<file path="config.mk">
export PLATFORM = sky130hd
export DESIGN_NAME = ce_src_engine
export DESIGN_NICKNAME = d
export VERILOG_FILES = /design/src/rtl/ce_pkg.sv /design/src/rtl/ce_desc_mem.sv /design/src/rtl/ce_beat_fmt.sv /design/src/rtl/ce_src_engine.sv
export SDC_FILE = /design/constraint.sdc
export NUM_CORES = 1
export LEC_CHECK = 0
export BUFFER_PORTS_ARGS = -buffer_cell sky130_fd_sc_hd__buf_4
export CAP_MARGIN = 20
export CORE_ASPECT_RATIO = 0.6
export CORE_MARGIN = 2
export CORE_UTILIZATION = 45
export DETAILED_ROUTE_END_ITERATION = 7
export PLACE_DENSITY = 0.64
export SKIP_CTS_REPAIR_TIMING = 1
export SLEW_MARGIN = 20
export SYNTH_ARGS = -nofsm -noshare
export SYNTH_HDL_FRONTEND = slang
export SYNTH_SLANG_ARGS = --single-unit
</file>
<file path="constraint.sdc">
create_clock -name clk -period 14.2 [get_ports clk]
set_clock_uncertainty 0.2 [all_clocks]
set_input_delay 3.55 -clock clk [delete_from_list [all_inputs] [get_ports clk]]
set_output_delay 3.55 -clock clk [all_outputs]
set_load 0.1 [all_outputs]
</file>
<file path="src/rtl/ce_pkg.sv">
package ce_pkg;
    localparam int META_W   = 14;
    localparam int BIT_GATH = 15;
    localparam int BIT_SWAP = 14;

    typedef struct packed {
        logic [31:0] addr;
        logic [15:0] len;
        logic [15:0] flags;
    } desc_t;

    typedef enum logic [2:0] {
        SEL_BASE   = 3'd0,
        SEL_SIZE   = 3'd1,
        SEL_PROD   = 3'd2,
        SEL_CONS   = 3'd3,
        SEL_CAP    = 3'd4,
        SEL_WMARK  = 3'd5,
        SEL_STATUS = 3'd6
    } reg_sel_e;
endpackage

</file>
<file path="src/rtl/ce_desc_mem.sv">
module ce_desc_mem
    import ce_pkg::*;
#(
    parameter int LOG2_DEPTH = 3
) (
    input  logic                  clk,
    input  logic                  wr_en,
    input  logic [LOG2_DEPTH-1:0] wr_slot,
    input  desc_t                 wr_desc,
    input  logic [LOG2_DEPTH-1:0] rd_slot,
    output desc_t                 rd_desc
);
    localparam int DEPTH = 1 << LOG2_DEPTH;

    desc_t slots_q [DEPTH];

    always_ff @(posedge clk) begin
        if (wr_en) slots_q[wr_slot] <= wr_desc;
    end

    assign rd_desc = slots_q[rd_slot];
endmodule

</file>
<file path="src/rtl/ce_beat_fmt.sv">
module ce_beat_fmt (
    input  logic [31:0] word_in,
    input  logic [15:0] remain,
    input  logic        swap,
    output logic [31:0] word_out,
    output logic [3:0]  keep,
    output logic        tail
);
    always_comb begin
        word_out = swap ? {word_in[7:0], word_in[15:8], word_in[23:16], word_in[31:24]}
                        : word_in;
        tail     = (remain <= 16'd4);
        if (remain >= 16'd4) keep = 4'hF;
        else                 keep = (4'b0001 << remain[1:0]) - 4'b0001;
    end
endmodule

</file>
<file path="src/rtl/ce_src_engine.sv">
module ce_src_engine
    import ce_pkg::*;
#(
    parameter int LOG2_DEPTH = 3
) (
    input  logic                  clk,
    input  logic                  rst_n,
    input  logic                  reg_we,
    input  logic [2:0]            reg_sel,
    input  logic [31:0]           reg_wdata,
    output logic [31:0]           reg_rdata,
    input  logic                  dsc_we,
    input  logic [LOG2_DEPTH-1:0] dsc_slot,
    input  logic [31:0]           dsc_addr,
    input  logic [15:0]           dsc_len,
    input  logic [15:0]           dsc_flags,
    output logic [31:0]           buf_addr,
    input  logic [31:0]           buf_data,
    output logic                  out_valid,
    input  logic                  out_ready,
    output logic [31:0]           out_data,
    output logic [3:0]            out_keep,
    output logic                  out_last,
    output logic [META_W-1:0]     out_meta,
    output logic                  copy_done,
    output logic                  ring_full,
    output logic                  wm_low,
    output logic                  wm_high
);
    localparam int DEPTH = 1 << LOG2_DEPTH;
    localparam int IW    = LOG2_DEPTH;
    localparam int SW    = $clog2(LOG2_DEPTH + 1);

    typedef struct packed {
        logic [IW-1:0]     base;
        logic [SW-1:0]     lg;
        logic [IW-1:0]     prod;
        logic [IW-1:0]     cons;
        logic [15:0]       cap;
        logic [15:0]       wlo;
        logic [15:0]       whi;
        logic              err;
        logic              run;
        logic              chain;
        logic              gath;
        logic              swap;
        logic [31:0]       addr;
        logic [15:0]       remain;
        logic [META_W-1:0] meta;
        logic              done;
    } st_t;

    st_t   st_d, st_q;
    desc_t cur_desc;
    logic  [IW:0]   size_w;
    logic  [IW-1:0] mask;
    logic  [IW-1:0] pend;
    logic  [31:0]   fmt_word;
    logic  [3:0]    fmt_keep;
    logic           fmt_tail;

    ce_desc_mem #(.LOG2_DEPTH(LOG2_DEPTH)) u_mem (
        .clk     (clk),
        .wr_en   (dsc_we),
        .wr_slot (dsc_slot),
        .wr_desc ({dsc_addr, dsc_len, dsc_flags}),
        .rd_slot (st_q.base + st_q.cons),
        .rd_desc (cur_desc)
    );

    ce_beat_fmt u_fmt (
        .word_in  (buf_data),
        .remain   (st_q.remain),
        .swap     (st_q.swap),
        .word_out (fmt_word),
        .keep     (fmt_keep),
        .tail     (fmt_tail)
    );

    always_comb begin
        size_w = (IW + 1)'(1) << st_q.lg;
        mask   = IW'(size_w - 1'b1);
        pend   = (st_q.prod - st_q.cons) & mask;
    end

    // next-state logic
    always_comb begin
        st_d      = st_q;
        st_d.done = 1'b0;

        if (reg_we) begin
            case (reg_sel_e'(reg_sel))
                SEL_BASE:   st_d.base = reg_wdata[IW-1:0];
                SEL_SIZE:   st_d.lg   = (reg_wdata > 32'(LOG2_DEPTH)) ? SW'(LOG2_DEPTH)
                                                                    : reg_wdata[SW-1:0];
                SEL_PROD:   st_d.prod = reg_wdata[IW-1:0] & mask;
                SEL_CAP:    st_d.cap  = reg_wdata[15:0];
                SEL_WMARK:  begin
                    st_d.wlo = reg_wdata[15:0];
                    st_d.whi = reg_wdata[31:16];
                end
                SEL_STATUS: if (reg_wdata[0]) st_d.err = 1'b0;
                default: ;
            endcase
        end

        if (!st_q.run) begin
            if (st_q.cons != st_q.prod) begin
                st_d.run    = 1'b1;
                st_d.addr   = cur_desc.addr;
                st_d.gath   = cur_desc.flags[BIT_GATH];
                st_d.swap   = cur_desc.flags[BIT_SWAP];
                if (cur_desc.len > st_q.cap) begin
                    st_d.remain = st_q.cap;
                    st_d.err    = 1'b1;
                end else begin
                    st_d.remain = cur_desc.len;
                end
                if (!st_q.chain) st_d.meta = cur_desc.flags[META_W-1:0];
            end
        end else if (out_ready) begin
            if (!fmt_tail) begin
                st_d.remain = st_q.remain - 16'd4;
                st_d.addr   = st_q.addr + 32'd4;
            end else begin
                st_d.run  = 1'b0;
                st_d.cons = (st_q.cons + 1'b1) & mask;
                if (st_q.gath) begin
                    st_d.chain = 1'b1;
                end else begin
                    st_d.chain = 1'b0;
                    st_d.done  = 1'b1;
                end
            end
        end
    end

    always_ff @(posedge clk or negedge rst_n) begin
        if (!rst_n) begin
            st_q     <= '0;
            st_q.lg  <= SW'(LOG2_DEPTH);
            st_q.cap <= 16'hFFFF;
            st_q.whi <= 16'(DEPTH);
        end else begin
            st_q <= st_d;
        end
    end

    always_comb begin
        case (reg_sel_e'(reg_sel))
            SEL_BASE:   reg_rdata = 32'(st_q.base);
            SEL_SIZE:   reg_rdata = 32'(st_q.lg);
            SEL_PROD:   reg_rdata = 32'(st_q.prod);
            SEL_CONS:   reg_rdata = 32'(st_q.cons);
            SEL_CAP:    reg_rdata = 32'(st_q.cap);
            SEL_WMARK:  reg_rdata = {st_q.whi, st_q.wlo};
            SEL_STATUS: reg_rdata = {31'd0, st_q.err};
            default:    reg_rdata = 32'd0;
        endcase
    end

    assign buf_addr  = st_q.addr;
    assign out_valid = st_q.run;
    assign out_data  = fmt_word;
    assign out_keep  = fmt_keep;
    assign out_last  = fmt_tail & ~st_q.gath;
    assign out_meta  = st_q.meta;
    assign copy_done = st_q.done;
    assign ring_full = (((st_q.prod - (st_q.cons - 1'b1)) & mask) == '0);
    assign wm_low    = (16'(pend) <= st_q.wlo);
    assign wm_high   = (16'(pend) >= st_q.whi);

    // a stalled beat must not change
    assert_stall_hold_R10: assert property (@(posedge clk) disable iff (!rst_n)
        out_valid && !out_ready |=> out_valid && $stable(buf_addr) && $stable(out_keep)
                                    && $stable(out_last) && $stable(out_meta));

    // consumer index only moves after an accepted beat
    assert_cons_step_R6: assert property (@(posedge clk) disable iff (!rst_n)
        !$stable(st_q.cons) |-> $past(out_valid && out_ready));

    // accepted last beat gives a completion pulse on the next cycle
    assert_last_done_R5: assert property (@(posedge clk) disable iff (!rst_n)
        out_valid && out_ready && out_last |=> copy_done);

    // completion is a single-cycle pulse
    assert_done_pulse_R6: assert property (@(posedge clk) disable iff (!rst_n)
        copy_done |=> !copy_done);

    // keep lanes are contiguous from lane 0
    assert_keep_shape_R3: assert property (@(posedge clk) disable iff (!rst_n)
        out_valid |-> ((out_keep & (out_keep + 4'd1)) == 4'd0));
endmodule

</file>
==> reports/qor.yml, run 1 <==
run_status:
  status: "finished, final reports clean"
clocking:
  clk_pin_slew_worst_paths_ps: 70
  numCtsBuffers: 58
  cts_sinks: 639
  cts_htree_levels: 2
  clk_latency_ps: 620
  clock_path_buffers: 3
  cts_tree: "built"
  clockRootBuffer: "clkbuf_16"
yosys:
  syn_area_um2: 27100
  ys_seq_area_frac: 0.685
  synth_flop_cell: "edfxtp_1"
  yosysTopAreaCellShare: 0.567
  netlist_instances: 1682
  postSynth.asyncResetShare: 0.199
  synth.avg_cell_area_um2: 16.1
  synth_seq_cells: 639
  yosysTopAreaCell: "edfxtp_1"
  synth.distinct_cells: 72
  syn-num-nets: 1855
  synthTopCellsByArea: "edfxtp_1, mux4_2, dfrtp_1"
  synth_edf_count: 512
  synth_most_common_cell: "edfxtp_1"
  yosys-top-cells-count: "edfxtp_1, nand2_1, mux4_2"
  ys.warnings.count: 0
hold_path:
  worst_hold_path_type: "register to register"
  hp-start: "buf_addr[1]$_DFFE_PN0P_"
  whs_endpoint: "buf_addr[1]$_DFFE_PN0P_"
  min_path_cells: 2
sta:
  report.final.slew_viol_count: 0
  fin_crit_ps: 8790
  rsz0062_at_grt: "no"
  setup_viol: 0
  tns_ps: 0
  fin_crit_sh: 0.619
  slew_headroom: 0.329
  worst_pin_slew_ps: 1010
  finalHoldViolations: 0
  fmax_mhz: 114
power:
  p_leak_nw: 11.2
  power_mw: 5.19
  ir_drop_mv: 0.182
  power_density_nw_per_um2: 165
detailed_routing:
  drc: 0
  vias: 15900
  via_per_inst: 5.79
  drtIter0Drc: 1652
  first_pass_iters: 8
  antenna_left: 0
  wirelength_um: 66800
  post_drt_wl_per_cell_um: 24.4
worst_setup_path:
  cp.arrival_ps: 5040
  r2r_slack_ps: 7190
  cp_top_family: "buffers and inverters"
  crit_top_cell: "buf_4"
  worstReg2RegEnd: "st_q[25]$_DFFE_PN0P_"
  end_kind: "output port"
  cpPeakStageDelay_ps: 320
  setup.worst_path.start_class: "primary input"
  r2r_cells: 19
  cp_slowest_cell: "nor2_1"
  worst_r2r_startpoint: "st_q[116]$_DFFE_PN0P_"
  crit_chain: "buf_4 -> inv_1 -> nand2_1 -> nor2_1 -> buf_4 -> a22o_1 -> buf_4"
  path_buf_inv: 4
  critical_path.max_fanout: 11
  required_ps: 10450
  criticalPathCategory: "primary input to output port"
place:
  dpl.hpwl_um: 41500
  gp_congestion: 0.880
  portBuffers: 258
  dp_cells: 2625
finish:
  layout-drive-gt1-share: 0.310
  final_cell_count_no_fill: 2740
  area_growth_pct: 16.0
  layout.nets: 2078
floorplanning:
  die_w_um: 321
  core_um2: 59400
  row_count: 69
  start_util: 0.457
  die-area_um2: 62300
  die_h_um: 194
  pin_count: 259
grt:
  antenna_found_initial: 9
  grt_pass1_wl_um: 101000
  grt_overflow: 0
  grt_usage: 0.215
  grt_max_degree: 71
  grt_pass1_vias: 15800
job:
  cap_violations: 0
worst max path at each step:
| stage | from | to | depth (start not counted) |
|---|---|---|---|
| floorplan | reg_sel[1] | reg_rdata[17] | 4 |
| global route | reg_sel[1] | reg_rdata[11] | 7 |
| global placement | reg_sel[1] | reg_rdata[13] | 6 |
| finish | reg_sel[1] | reg_rdata[11] | 7 |
| CTS | reg_sel[1] | reg_rdata[11] | 6 |
| detailed placement | reg_sel[1] | reg_rdata[11] | 6 |
worst register-to-register path: stages, from the launching register on:
cell	delay [ps]
dfrtp_1	550
ha_4	180
inv_1	40
fa_4	420
xnor2_1	490
xnor2_4	170
buf_4	470
buf_4	870
mux2i_1	370
a32o_1	160
a221o_1	250
inv_1	80
ha_1	300
nand4_1	150
nor4_1	400
a21boi_0	390
o31ai_1	120
buf_4	190
nor2_1	760
a222oi_1	260
power by group:
part           internal [mW]  switching [mW]
logic                  0.453           0.954
registers               2.17           0.125
clock network          0.803           0.680
total                   3.43            1.76
cell usage in the layout (no fill, tap or decap), types with 7 or more instances in the layout:
master	count
a31oi_1	20
nor3_1	25
o21ai_0	44
a21oi_1	49
and2_1	15
nor4_1	17
clkinv_1	7
nand2_1	187
clkbuf_16	58
nand4_1	12
and3_1	11
ha_1	31
clkbuf_1	23
a221o_1	21
nor2_1	50
edfxtp_1	512
nor2_4	7
xor2_1	9
mux2i_1	27
clkinv_2	8
mux2_2	72
nand3_1	25
inv_1	40
a22o_1	13
dfrtp_1	107
mux4_2	121
nor2b_1	7
buf_4	285
dfstp_2	19
flip-flops by register name (all words and copies together) (netlist names):
signal         cells
out_meta          14
st_q              79
u_mem.slots_q    512
out_valid          1
buf_addr          32
copy_done          1
area by class of cell:
type / count / area, µm²
Tap cell: 781 / 977
Multi-Input combinational cell: 878 / 7800
Antenna cell: 4 / 10.0
Inverter: 40 / 150
Timing Repair Buffer: 288 / 2170
Clock inverter: 24 / 169
Fill cell: 4783 / 27900
Sequential cell: 639 / 18600
Clock buffer: 86 / 1610
cells by family (layout without fill, tap and decap cells):
| family | count (synthesis) | after routing | synth area share |
|---|---|---|---|
| muxes | 221 | 221 | 0.141 |
| other | 0 | 4 | 0 |
| xor gates and xnor gates | 16 | 16 | 0.00544 |
| AOI/OAI and AO/OA | 215 | 215 | 0.0545 |
| adders and majority gates | 34 | 34 | 0.0162 |
| DFF | 639 | 639 | 0.685 |
| buffers and inverters | 165 | 438 | 0.0312 |
| and+or+nand+nor | 392 | 392 | 0.0669 |
routing by layer:
metal	wire [µm]	global-route usage
met3	5600	0.0510
met4	948	0.0429
met5	68	0
met1	30900	0.333
met2	29200	0.311
stage by stage:
step | hold WS [ps] | worst slack, ps | utilization | area, µm²
finish | 304 | 5410 | 0.530 | 31500
global route | 348 | 5300 | 0.530 | 31500
CTS | 317 | 5080 | 0.529 | 31400
detailed placement | 302 | 5080 | 0.499 | 29700
global placement | 271 | 5250 | 0.499 | 29700
floorplan | 236 | 4420 | - | 27100
No activity file was read; power rests on OpenSTA's default activity.
==> inputs of run 2 (changes only) <==
==> constraint.sdc (replaced) <==
create_clock -name clk -period 8.9 [get_ports clk]
set_clock_uncertainty 0.2 [all_clocks]
set_input_delay 2.225 -clock clk [delete_from_list [all_inputs] [get_ports clk]]
set_output_delay 2.225 -clock clk [all_outputs]
set_load 0.1 [all_outputs]
==> reports/qor.yml, run 2 (synthesized netlist as in run 1, its figures left out) <==
power:
  ir_drop_mv: 0.216  # +19%
  power_mw: 8.39  # +62%
  power_density_nw_per_um2: 266  # +61%
  p_leak_nw: 11.3  # +0.35%
finish:
  area_growth_pct: 16.3
  regMostFlops: "u_mem.slots_q"
  mostFrequentLayoutCells: "edfxtp_1, buf_4, nand2_1, mux4_2, dfrtp_1"
  largest_reg_flops: 512  # unchanged
  mostFrequentLayoutCell: "edfxtp_1"
  layout.nets: 2075  # -0.14%
  layout-drive-gt1-share: 0.313  # +0.00336
grt:
  antenna_found_initial: 5  # -4
  grt_max_degree: 69  # -2.8%
  grt_overflow: 0  # unchanged
  grt_pass1_wl_um: 101000  # +0.25%
  grt_usage: 0.215  # about the same
  grt_pass1_vias: 16100  # +1.4%
place:
  portBuffers: 258  # unchanged
  post-place-ws_ps: 2500  # -2580 ps
  gp_congestion: 0.912  # +3.6%
  dpl.hpwl_um: 42100  # +1.6%
clocking:
  cts_htree_levels: 2  # unchanged
  numCtsBuffers: 57  # -1.7%
  clockRootBuffer: "clkbuf_16"
  cts_sinks: 639  # unchanged
  clk_pin_slew_worst_paths_ps: 70  # about the same
  cts_tree: "built"
  clock_path_buffers: 3  # unchanged
  clk_latency_ps: 620  # about the same
detailed_routing:
  first_pass_iters: 6  # -2
  vias: 15900  # +0.11%
  drc: 0  # unchanged
  post_drt_wl_per_cell_um: 24.7  # +1.3%
  drtIter0Drc: 1427  # -14%
  antenna_left: 0  # unchanged
  wirelength_um: 67400  # +0.99%
  via_per_inst: 5.81  # +0.37%
floorplanning:
  start_util: 0.457  # unchanged
  row_count: 69  # unchanged
  die_w_um: 321  # unchanged
  pin_count: 259  # unchanged
  die-area_um2: 62300  # unchanged
  die_h_um: 194  # unchanged
  core_um2: 59400  # unchanged
sta:
  fin_crit_sh: 0.724
  fin_crit_ps: 6450
  slew_headroom: 0.278  # -0.0510
  worst_slack_ps: 2450  # -2950 ps
  setup_viol: 0  # unchanged
  fmax_mhz: 155
  worst_pin_slew_ps: 1080  # +76.6 ps
  rsz0062_at_grt: "no"
  tns_ps: 0  # unchanged
  report.final.slew_viol_count: 0  # unchanged
  finalHoldViolations: 0  # unchanged
worst_setup_path:
  cp.arrival_ps: 4020  # -1020 ps
  end_kind: "output port"
  criticalPathCategory: "primary input to output port"
  required_ps: 6480  # -3970 ps
  critical_path.max_fanout: 14  # +3
  setup.worst_path.start_class: "primary input"
run_status:
  status: "finished, final reports clean"
job:
  cap_violations: 0  # unchanged
hold_path:
  worst_hold_path_type: "register to register"
run 2: cell type report:
cell class / instances / area [µm²]
timing repair buffer: 286 / 2170
inverter: 40 / 150
clock inverter: 29 / 305
multi-input combinational: 878 / 7800
antenna: 2 / 5.00
fill: 4797 / 27800
tap: 781 / 977
sequential: 639 / 18600
clock buffer: 78 / 1560
run 2: power breakdown:
group          internal, mW  switching, mW  leakage (nW)  total [mW]
registers              3.47          0.198          6.08        3.67
clock network          1.36           1.10         0.907        2.46
logic                 0.729           1.54          4.30        2.26
run 2: final timing paths:
path                                               from                       end  slack, ps  cells after the start
worst max-delay path                         reg_sel[1]              reg_rdata[8]       2450                      6
worst min-delay path            buf_addr[1]$_DFFE_PN0P_   buf_addr[1]$_DFFE_PN0P_        290                      2
worst max register to register    st_q[116]$_DFFE_PN0P_      st_q[25]$_DFFE_PN0P_       2740                     13
worst min register to register  buf_addr[1]$_DFFE_PN0P_   buf_addr[1]$_DFFE_PN0P_        290                      2
max in group asynchronous                         rst_n  out_meta[13]$_DFFE_PN0P_       5690                      2
min in group asynchronous                         rst_n      st_q[98]$_DFFE_PN0P_       1410                      1
run 2: worst max-delay path: stages:
cell	delay, ps
buf_4	150
inv_1	120
nand2_1	160
nor2_1	800
a22o_1	260
buf_4	290
run 2: per-layer routing:
metal | GRT usage | share of wire | vias up
met3 | 0.0517 | 0.081 | 77
met1 | 0.321 | 0.45 | 8278
met4 | 0.0382 | 0.014 | 4
met2 | 0.325 | 0.45 | 544
met5 | 0 | 0.00043 | -
li1 | - | - | 6970
run 2: through the flow:
stage	hold WS, ps	std cells	cell area, µm²	util
after floorplan	236	1682	27100	-
after global placement	278	2623	29600	0.499
after detailed placement	283	2623	29600	0.499
after CTS	301	2730	31500	0.531
after global routing	309	2731	31500	0.531
final	289	2733	31600	0.531
